$ cat src/rtl/dxc_pkg.sv
package dxc_pkg;
  typedef enum logic {
    INSTR_INTEST = 1'b0,
    INSTR_EXTEST = 1'b1
  } dxc_instr_e;

  // status bit returned at capture
  function automatic logic status_bit(input logic exec_en,
                                      input dxc_instr_e instr,
                                      input logic ready,
                                      input logic h2c_full,
                                      input logic c2h_full);
    logic res;
    if (exec_en)                   res = ready;
    else if (instr == INSTR_EXTEST) res = ~h2c_full;
    else                           res = c2h_full;
    return res;
  endfunction
endpackage

$ cat src/rtl/dxc_shift_path.sv
module dxc_shift_path #(
  parameter int DATA_W = 32
) (
  input  logic              clk,
  input  logic              rst_n,
  input  logic              cap_en,
  input  logic              shift_en,
  input  logic              tdi,
  input  logic [DATA_W-1:0] c2h_word,
  input  logic              flag_bit,
  output logic              tdo,
  output logic [DATA_W-1:0] scan_word
);
  localparam int CHAIN_W = DATA_W + 1;

  logic [CHAIN_W-1:0] sh_q, sh_d;
  logic               sh_en;

  assign sh_en = cap_en | shift_en;

  always_comb begin
    sh_d = sh_q;
    if (cap_en)        sh_d = {c2h_word, flag_bit};
    else if (shift_en) sh_d = {tdi, sh_q[CHAIN_W-1:1]};
  end

  always_ff @(posedge clk or negedge rst_n) begin
    if (!rst_n)     sh_q <= '0;
    else if (sh_en) sh_q <= sh_d;
  end

  assign tdo       = sh_q[0];
  assign scan_word = sh_q[CHAIN_W-1:1];

  // status bit is the first to leave after capture
  p_capture_flag_r2: assert property (@(posedge clk) disable iff (!rst_n)
    cap_en |=> (tdo == $past(flag_bit)));

  // after capture the word sits above the status bit
  p_capture_word_r2: assert property (@(posedge clk) disable iff (!rst_n)
    cap_en |=> (scan_word == $past(c2h_word)));
endmodule

$ cat src/rtl/dxc_h2c_reg.sv
module dxc_h2c_reg #(
  parameter int DATA_W = 32
) (
  input  logic              clk,
  input  logic              rst_n,
  input  logic              scan_wr,
  input  logic              scan_grant,
  input  logic [DATA_W-1:0] scan_word,
  input  logic              core_rd,
  output logic [DATA_W-1:0] word,
  output logic              full
);
  logic [DATA_W-1:0] word_q, word_d;
  logic              full_q, full_d;
  logic              accept;

  assign accept = scan_wr & scan_grant;

  always_comb begin
    word_d = word_q;
    full_d = full_q;
    if (accept) begin
      word_d = scan_word;
      full_d = 1'b1;
    end else if (core_rd) begin
      full_d = 1'b0;
    end
  end

  always_ff @(posedge clk or negedge rst_n) begin
    if (!rst_n)      word_q <= '0;
    else if (accept) word_q <= word_d;
  end

  always_ff @(posedge clk or negedge rst_n) begin
    if (!rst_n) full_q <= 1'b0;
    else        full_q <= full_d;
  end

  assign word = word_q;
  assign full = full_q;

  // accepted scan write lands and marks full
  p_accept_r7: assert property (@(posedge clk) disable iff (!rst_n)
    (scan_wr && scan_grant) |=> (full && word == $past(scan_word)));

  // refused scan write leaves the word untouched
  p_drop_r7: assert property (@(posedge clk) disable iff (!rst_n)
    (scan_wr && !scan_grant) |=> $stable(word));

  // core read empties the register
  p_rd_clear_r8: assert property (@(posedge clk) disable iff (!rst_n)
    (core_rd && !scan_wr) |=> !full);
endmodule

$ cat src/rtl/dxc_c2h_reg.sv
module dxc_c2h_reg #(
  parameter int DATA_W = 32
) (
  input  logic              clk,
  input  logic              rst_n,
  input  logic              core_wr,
  input  logic [DATA_W-1:0] core_wr_data,
  input  logic              drain,
  output logic [DATA_W-1:0] word,
  output logic              full
);
  logic [DATA_W-1:0] word_q;
  logic              full_q, full_d;

  always_comb begin
    full_d = full_q;
    if (core_wr)    full_d = 1'b1;
    else if (drain) full_d = 1'b0;
  end

  always_ff @(posedge clk or negedge rst_n) begin
    if (!rst_n)       word_q <= '0;
    else if (core_wr) word_q <= core_wr_data;
  end

  always_ff @(posedge clk or negedge rst_n) begin
    if (!rst_n) full_q <= 1'b0;
    else        full_q <= full_d;
  end

  assign word = word_q;
  assign full = full_q;

  // core write loads the word and sets full, also against a drain
  p_wr_loads_r9: assert property (@(posedge clk) disable iff (!rst_n)
    core_wr |=> (full && word == $past(core_wr_data)));

  // INTEST capture empties the register
  p_drain_r6: assert property (@(posedge clk) disable iff (!rst_n)
    (drain && !core_wr) |=> !full);
endmodule

$ cat src/rtl/dbg_xfer_chain.sv
module dbg_xfer_chain
  import dxc_pkg::*;
#(
  parameter int DATA_W      = 32,
  parameter int SYNC_STAGES = 2
) (
  input  logic              clk,
  input  logic              rst_n,
  input  logic              chain_sel,
  input  logic              extest_sel,
  input  logic              exec_en,
  input  logic              ready_in,
  input  logic              tap_capture,
  input  logic              tap_shift,
  input  logic              tap_update,
  input  logic              tdi,
  output logic              tdo,
  input  logic              core_rd,
  output logic [DATA_W-1:0] core_rd_data,
  input  logic              core_wr,
  input  logic [DATA_W-1:0] core_wr_data,
  output logic              h2c_full,
  output logic              c2h_full
);
  // reset: asserted asynchronously, released after SYNC_STAGES edges
  logic [SYNC_STAGES-1:0] rst_sync_q;
  logic                   rst_int_n;

  always_ff @(posedge clk or negedge rst_n) begin
    if (!rst_n) rst_sync_q <= '0;
    else        rst_sync_q <= {rst_sync_q[SYNC_STAGES-2:0], 1'b1};
  end
  assign rst_int_n = rst_sync_q[SYNC_STAGES-1];

  dxc_instr_e        instr;
  logic              sel_cap, sel_shift, sel_upd;
  logic              scan_wr, drain;
  logic              flag_bit;
  logic              grant_q, grant_d;
  logic [DATA_W-1:0] c2h_word, scan_word;

  assign instr     = extest_sel ? INSTR_EXTEST : INSTR_INTEST;
  assign sel_cap   = chain_sel & tap_capture;
  assign sel_shift = chain_sel & tap_shift;
  assign sel_upd   = chain_sel & tap_update;
  assign scan_wr   = sel_upd & (instr == INSTR_EXTEST);
  assign drain     = sel_cap & (instr == INSTR_INTEST);

  assign flag_bit = status_bit(exec_en, instr, ready_in, h2c_full, c2h_full);

  // write permission is fixed at capture, matching the returned retry bit
  always_comb begin
    grant_d = grant_q;
    if (sel_cap) grant_d = ~h2c_full;
  end

  always_ff @(posedge clk or negedge rst_int_n) begin
    if (!rst_int_n)   grant_q <= 1'b0;
    else if (sel_cap) grant_q <= grant_d;
  end

  dxc_shift_path #(.DATA_W(DATA_W)) u_shift (
    .clk      (clk),
    .rst_n    (rst_int_n),
    .cap_en   (sel_cap),
    .shift_en (sel_shift),
    .tdi      (tdi),
    .c2h_word (c2h_word),
    .flag_bit (flag_bit),
    .tdo      (tdo),
    .scan_word(scan_word)
  );

  dxc_h2c_reg #(.DATA_W(DATA_W)) u_h2c (
    .clk       (clk),
    .rst_n     (rst_int_n),
    .scan_wr   (scan_wr),
    .scan_grant(grant_q),
    .scan_word (scan_word),
    .core_rd   (core_rd),
    .word      (core_rd_data),
    .full      (h2c_full)
  );

  dxc_c2h_reg #(.DATA_W(DATA_W)) u_c2h (
    .clk         (clk),
    .rst_n       (rst_int_n),
    .core_wr     (core_wr),
    .core_wr_data(core_wr_data),
    .drain       (drain),
    .word        (c2h_word),
    .full        (c2h_full)
  );

  // execute-enable returns the ready flag
  p_ready_r3: assert property (@(posedge clk) disable iff (!rst_int_n)
    (chain_sel && tap_capture && exec_en) |=> (tdo == $past(ready_in)));

  // INTEST without execute-enable returns the valid flag
  p_valid_r4: assert property (@(posedge clk) disable iff (!rst_int_n)
    (chain_sel && tap_capture && !exec_en && !extest_sel) |=> (tdo == $past(c2h_full)));

  // EXTEST without execute-enable returns the active-low retry flag
  p_nretry_r5: assert property (@(posedge clk) disable iff (!rst_int_n)
    (chain_sel && tap_capture && !exec_en && extest_sel) |=> (tdo == !$past(h2c_full)));

  // INTEST update never touches the host-to-core side
  p_intest_keep_r6: assert property (@(posedge clk) disable iff (!rst_int_n)
    (chain_sel && tap_update && !extest_sel && !core_rd) |=> ($stable(core_rd_data) && $stable(h2c_full)));

  // unselected chain ignores the TAP strobes
  p_idle_r10: assert property (@(posedge clk) disable iff (!rst_int_n)
    (!chain_sel && !core_rd && !core_wr) |=>
      ($stable(tdo) && $stable(h2c_full) && $stable(c2h_full) && $stable(core_rd_data)));

  // TAP strobes never overlap
  p_strobe_excl_r2: assert property (@(posedge clk) disable iff (!rst_int_n)
    $onehot0({tap_capture, tap_shift, tap_update}));
endmodule

$ cat config.mk
export PLATFORM = sky130hd
export DESIGN_NAME = dbg_xfer_chain
export DESIGN_NICKNAME = d
export VERILOG_FILES = /design/src/rtl/dxc_pkg.sv /design/src/rtl/dxc_shift_path.sv /design/src/rtl/dxc_h2c_reg.sv /design/src/rtl/dxc_c2h_reg.sv /design/src/rtl/dbg_xfer_chain.sv
export SDC_FILE = /design/constraint.sdc
export NUM_CORES = 1
export LEC_CHECK = 0
export CAP_MARGIN = 40
export CORE_UTILIZATION = 35
export DETAILED_ROUTE_END_ITERATION = 12
export PLACE_DENSITY_LB_ADDON = 0.05
export SLEW_MARGIN = 40
export SYNTH_ARGS = -nofsm -noshare
export SYNTH_HDL_FRONTEND = slang
export SYNTH_SLANG_ARGS = --single-unit
$ cat constraint.sdc
create_clock -name clk -period 8.1 [get_ports clk]
set_input_delay 0.81 -clock clk [delete_from_list [all_inputs] [get_ports clk]]
set_output_delay 0.81 -clock clk [all_outputs]
set_load 0.03 [all_outputs]
# Word level (Yosys, flattened, before mapping)
# Cells that the tools add are included.
dict set report op_classes {
  addsub 0
  multipliers 0
  div 0
  order_cmp 0
  n_eq_ne 0
  shifts 0
  muxes 9
  bitwise_logic 9
  reduce_logical 4
}
# cell count
set ops {}
lappend ops {{$mux 33} 2}
lappend ops {{$mux 1} 7}
lappend ops {{$and 1x1->1} 6}
lappend ops {{$reduce_bool 2->1} 3}
lappend ops {{$not 1->1} 2}
lappend ops {{$reduce_and 2->1} 1}
lappend ops {{$or 1x1->1} 1}
dict set report word_totals {
  reg_bits 102
  latchBits 0
  ramBits 0
  rom_bits 0
  inputBits 44
  out_inout_bits 35
  wordCells 29
  n_memories 0
}

# Depth between registers and ports, before layout
dict set report logic_depth {
  ltp_word 5
  depth_mapped 5
  mapped_depth_nobuf 3
}

# Modules after synthesis
# Synthesis repeated with hierarchy kept, for this count alone.
dict set report unflattened {
  hier_cells 300
  hier_area_um2 4416.7
}
# module n_inst cells_per_inst area_per_inst_um2 seq_area_each_um2
set by_module_without_submodules {}
lappend by_module_without_submodules {dxc_shift_path 1 143 1551.5 825.8}
lappend by_module_without_submodules {dxc_c2h_reg 1 71 1377.6 825.8}
lappend by_module_without_submodules {dxc_h2c_reg 1 71 1343.8 825.8}
lappend by_module_without_submodules {dbg_xfer_chain 1 15 143.9 75.1}

# Least setup slack after synthesis
# OpenSTA, ideal clock, no wires.
dict set report synth_path {
  path_type {input to register}
  startpoint {input port core_wr}
  endpoint {register u_c2h.word_q[0], in the netlist u_c2h.word[0]}
  t_arrival_ns 1.564
  slack_ns 6.412
  stages 3
  cell_sequence {clkbuf_1 > buf_2 > mux2_2}
}
# element line
set synth_rtl {}
lappend synth_rtl {{start, declared} dbg_xfer_chain.sv:20} ;# input logic core_wr,
lappend synth_rtl {{end signal, assigned} dxc_c2h_reg.sv:23} ;# else if (core_wr) word_q <= core_wr_data;
lappend synth_rtl {{end, declared} dxc_c2h_reg.sv:12} ;# logic [DATA_W-1:0] word_q;
# No word-level cell between the ends.

# Final worst setup path
dict set report layout_path {
  startpoint {input port chain_sel}
  endpoint {register u_h2c.word_q[16], in the netlist u_h2c.word[16]}
}
dict set report layout_via {
  elab_chain_len 3
}
# element line
set layout_lines {}
lappend layout_lines {{start, declared} dbg_xfer_chain.sv:9} ;# input logic chain_sel,
lappend layout_lines {{$and 1x1->1} dbg_xfer_chain.sv:45} ;# assign sel_upd = chain_sel & tap_update;
lappend layout_lines {{$and 1x1->1} dbg_xfer_chain.sv:46} ;# assign scan_wr = sel_upd & (instr == INSTR_EXTEST);
lappend layout_lines {{$and 1x1->1} dxc_h2c_reg.sv:17} ;# assign accept = scan_wr & scan_grant;
lappend layout_lines {{end signal, assigned} dxc_h2c_reg.sv:32} ;# else if (accept) word_q <= word_d;
lappend layout_lines {{end, declared} dxc_h2c_reg.sv:13} ;# logic [DATA_W-1:0] word_q, word_d;
# Every way passes these cells.
# A chain may end at the register's enable or synchronous reset.

==> results.sh <==
export IMPL_grt_pass1_wl_um=12800
export IMPL_num_rows=38
export IMPL_required_ps=8320
export IMPL_cts_buffers=9
export IMPL_overflow=0
export IMPL_clockBufferDepth=2
export IMPL_pwr_share_comb_pct=26.9
export IMPL_maxCapViolations=0
export IMPL_portBuffers=78
export IMPL_synthCells=297
export IMPL_grt_pass1_vias=2489
export IMPL_ff2ff_setup_slack_ps=6410
export IMPL_core_mm2=0.0111
export IMPL_drt_iter0_drc=53
export IMPL_hold_class="register to async pin"
export IMPL_start_kind="input port"
export IMPL_slew_headroom_pct=56.4
export IMPL_ys_ff_latch=102
export IMPL_syn_nets=341
export IMPL_rsz0062_at_grt="false"
export IMPL_clkTransAtPathRegs_ps=80
export IMPL_drt_wl_total_um=7810
export IMPL_path_max_fanout=21
export IMPL_layout_min_cycle_time_ps=2460
export IMPL_gp_congestion=0.698
export IMPL_drt_first_pass_iters=4
export IMPL_seq_area_frac_synth_pct=62.9
export IMPL_peakVddDrop_v=0.000126
export IMPL_p_int_w=0.00102
export IMPL_yosysWarnings=0
export IMPL_final_nets=416
export IMPL_p_clk_share_pct=26.8
export IMPL_final_layout_size_suffix_gt1_share_pct=15.4
export IMPL_clockRootBuffer="clkbuf_16"
export IMPL_leakagePower_nw=2.40
export IMPL_syn_cell_area_mm2=0.00406
export IMPL_post_drt_via_cell_ratio=4.81
export IMPL_hold_violations=0
export IMPL_r2r_cells=3
export IMPL_clock_latency_ps=340
export IMPL_rr_startpoint="grant_q"
export IMPL_endpoint_kind="register"
export IMPL_antenna_cells=0
export IMPL_powerDensity_mw_per_mm2=286
export IMPL_place_area_mm2=0.00497
export IMPL_die_w_um=110
export IMPL_grt_usage_pct=14.3
export IMPL_seqPwrFrac_pct=46.3
export IMPL_cts_tree="built"
export IMPL_cp_data_arrival_time_ps=2680
export IMPL_hold_buffers=0
export IMPL_holdWs_ps=180
export IMPL_timing_rr_end="u_h2c.word[16]"
export IMPL_area_growth_pct=29.4
export IMPL_fmax_ghz=0.407
export IMPL_ys_types=18
export IMPL_syn_area_per_cell_um2=13.7
export IMPL_hpwlAfterDp_um=5040
export IMPL_final_cell_area_mm2=0.00525
export IMPL_status="finished, final reports clean"
export IMPL_p_switching_w=0.000476
export IMPL_cts_repair_resized=0
export IMPL_ant_nets=0
export IMPL_route_detailed_drc=0
export IMPL_fin_crit_sh_pct=30.3
export IMPL_cts_sinks=102
export IMPL_die_area_mm2=0.0120
export IMPL_path_class="input port to register"
export IMPL_dr_total_vias=2489
export IMPL_postCtsSetupBuffers=0
export IMPL_antenna_found_initial=0
export IMPL_fin_tns_setup_ps=0
export IMPL_grt_max_degree=85
export IMPL_postLayoutCoreUtil_pct=47.4
export IMPL_initial_core_util_pct=36.6
export IMPL_switching_share_pct=31.7
export IMPL_wl_per_cell_um=15.1
export IMPL_drv_slew=0
export IMPL_h_tree_depth=3
export IMPL_tightestPinTransition_ps=655
export IMPL_ios=79
export IMPL_setup_viol=0
export IMPL_skew_ps=10.8
export IMPL_die_h_um=110
[layout by cell type, fill, tap and decap left out]
cell type / synthesis / routed
dfrtp_1: 102 / 101
clkdlybuf4s50_1: 0 / 77
o21ai_0: 37 / 37
mux2_2: 35 / 35
nand2_1: 34 / 34
mux2i_1: 32 / 32
mux2_1: 29 / 29
clkbuf_16: 0 / 9
clkinvlp_4: 0 / 3
buf_4: 2 / 3
inv_1: 2 / 2
nand2b_1: 2 / 2
inv_6: 0 / 2
o21ai_4: 0 / 1
nand2_4: 0 / 1
nor2_1: 1 / 1
nand3b_1: 1 / 1
a222oi_1: 1 / 1
nand4_2: 1 / 1
clkinv_2: 0 / 1
clkbuf_1: 6 / 1
clkbuf_8: 0 / 1
conb_1: 1 / 1
dfrtp_4: 0 / 1
[metrics by stage]
stage,instances,total power [W],worst slack [ps]
finish,517,0.00150,5640
detailed placement,501,0.00112,5240
CTS,517,0.00152,5600
global route,517,0.00158,5520
floorplan,297,0.000924,5050
global placement,501,0.00111,5330
[logic make-up after synthesis]
family          synth area share (%)
other cells                   0.0924
flops                           62.9
compound gates                  4.93
simple gates                    4.19
mux                             25.7
buf+inv                         2.22
[synthesized netlist by cell type (all sizes together)]
cell type	number	area, um2
nand2b	2	12.5
inv	2	7.51
mux2	64	721
buf	11	60.1
dfrtp	102	2550
a222oi	1	10.0
nand2	35	134
nor2	1	3.75
clkbuf	6	22.5
conb	1	3.75
nand3b	1	7.51
o21ai	38	190
nand4	1	12.5
mux2i	32	320
[sequential cells by signal (all words and copies together) (netlist names)]
| name | count |
|---|---|
| u_c2h.word | 32 |
| u_shift.sh_q | 33 |
| grant_q | 1 |
| u_h2c.word | 32 |
| rst_sync_q | 2 |
| u_c2h.full | 1 |
| u_h2c.full | 1 |
[per-layer routing]
| layer | vias to the layer above | global-route usage [%] | share of wire, % |
|---|---|---|---|
| met3 | 10 | 3.26 | 4.4 |
| li1 | 1179 | - | - |
| met1 | 1243 | 20.1 | 50 |
| met5 | - | 0 | 0 |
| met2 | 57 | 21.1 | 44 |
| met4 | 0 | 6.00 | 1.5 |
[worst max-delay path: stages]
cell	delay [ps]
clkdlybuf4s50_1	640
nand4_2	460
buf_4	410
mux2_1	340
[how the worst max path moves through the flow]
stage	end	slack [ps]	cells past startpoint	startpoint
after floorplan	grant_q	5050	0	rst_sync_q[1]
after detailed placement	u_h2c.word[28]	5240	4	chain_sel
after CTS	u_h2c.word[16]	5600	4	chain_sel
after global placement	u_h2c.word[17]	5330	4	chain_sel
after global routing	u_h2c.word[16]	5520	4	chain_sel
final	u_h2c.word[16]	5640	4	chain_sel
[power by group through the flow]
stage          combinational, W  sequential (W)  clock (W)
4_1_cts                0.000410        0.000697   0.000417
2_1_floorplan          0.000112        0.000811          0
3_5_place_dp           0.000409        0.000706          0
3_3_place_gp           0.000404        0.000704          0
6_report               0.000403        0.000694   0.000402
5_1_grt                0.000433        0.000710   0.000435
[cell type report]
type                       instances  area (um2)
timing repair buffer              81         807
clock inverter                     6        45.0
multi-input combinational        176        1430
clock buffer                      10         229
fill                            1060        5830
inverter                           2        7.51
sequential                       102        2560
tap                              140         175
Note: power is estimated with default switching activity, not from simulation.
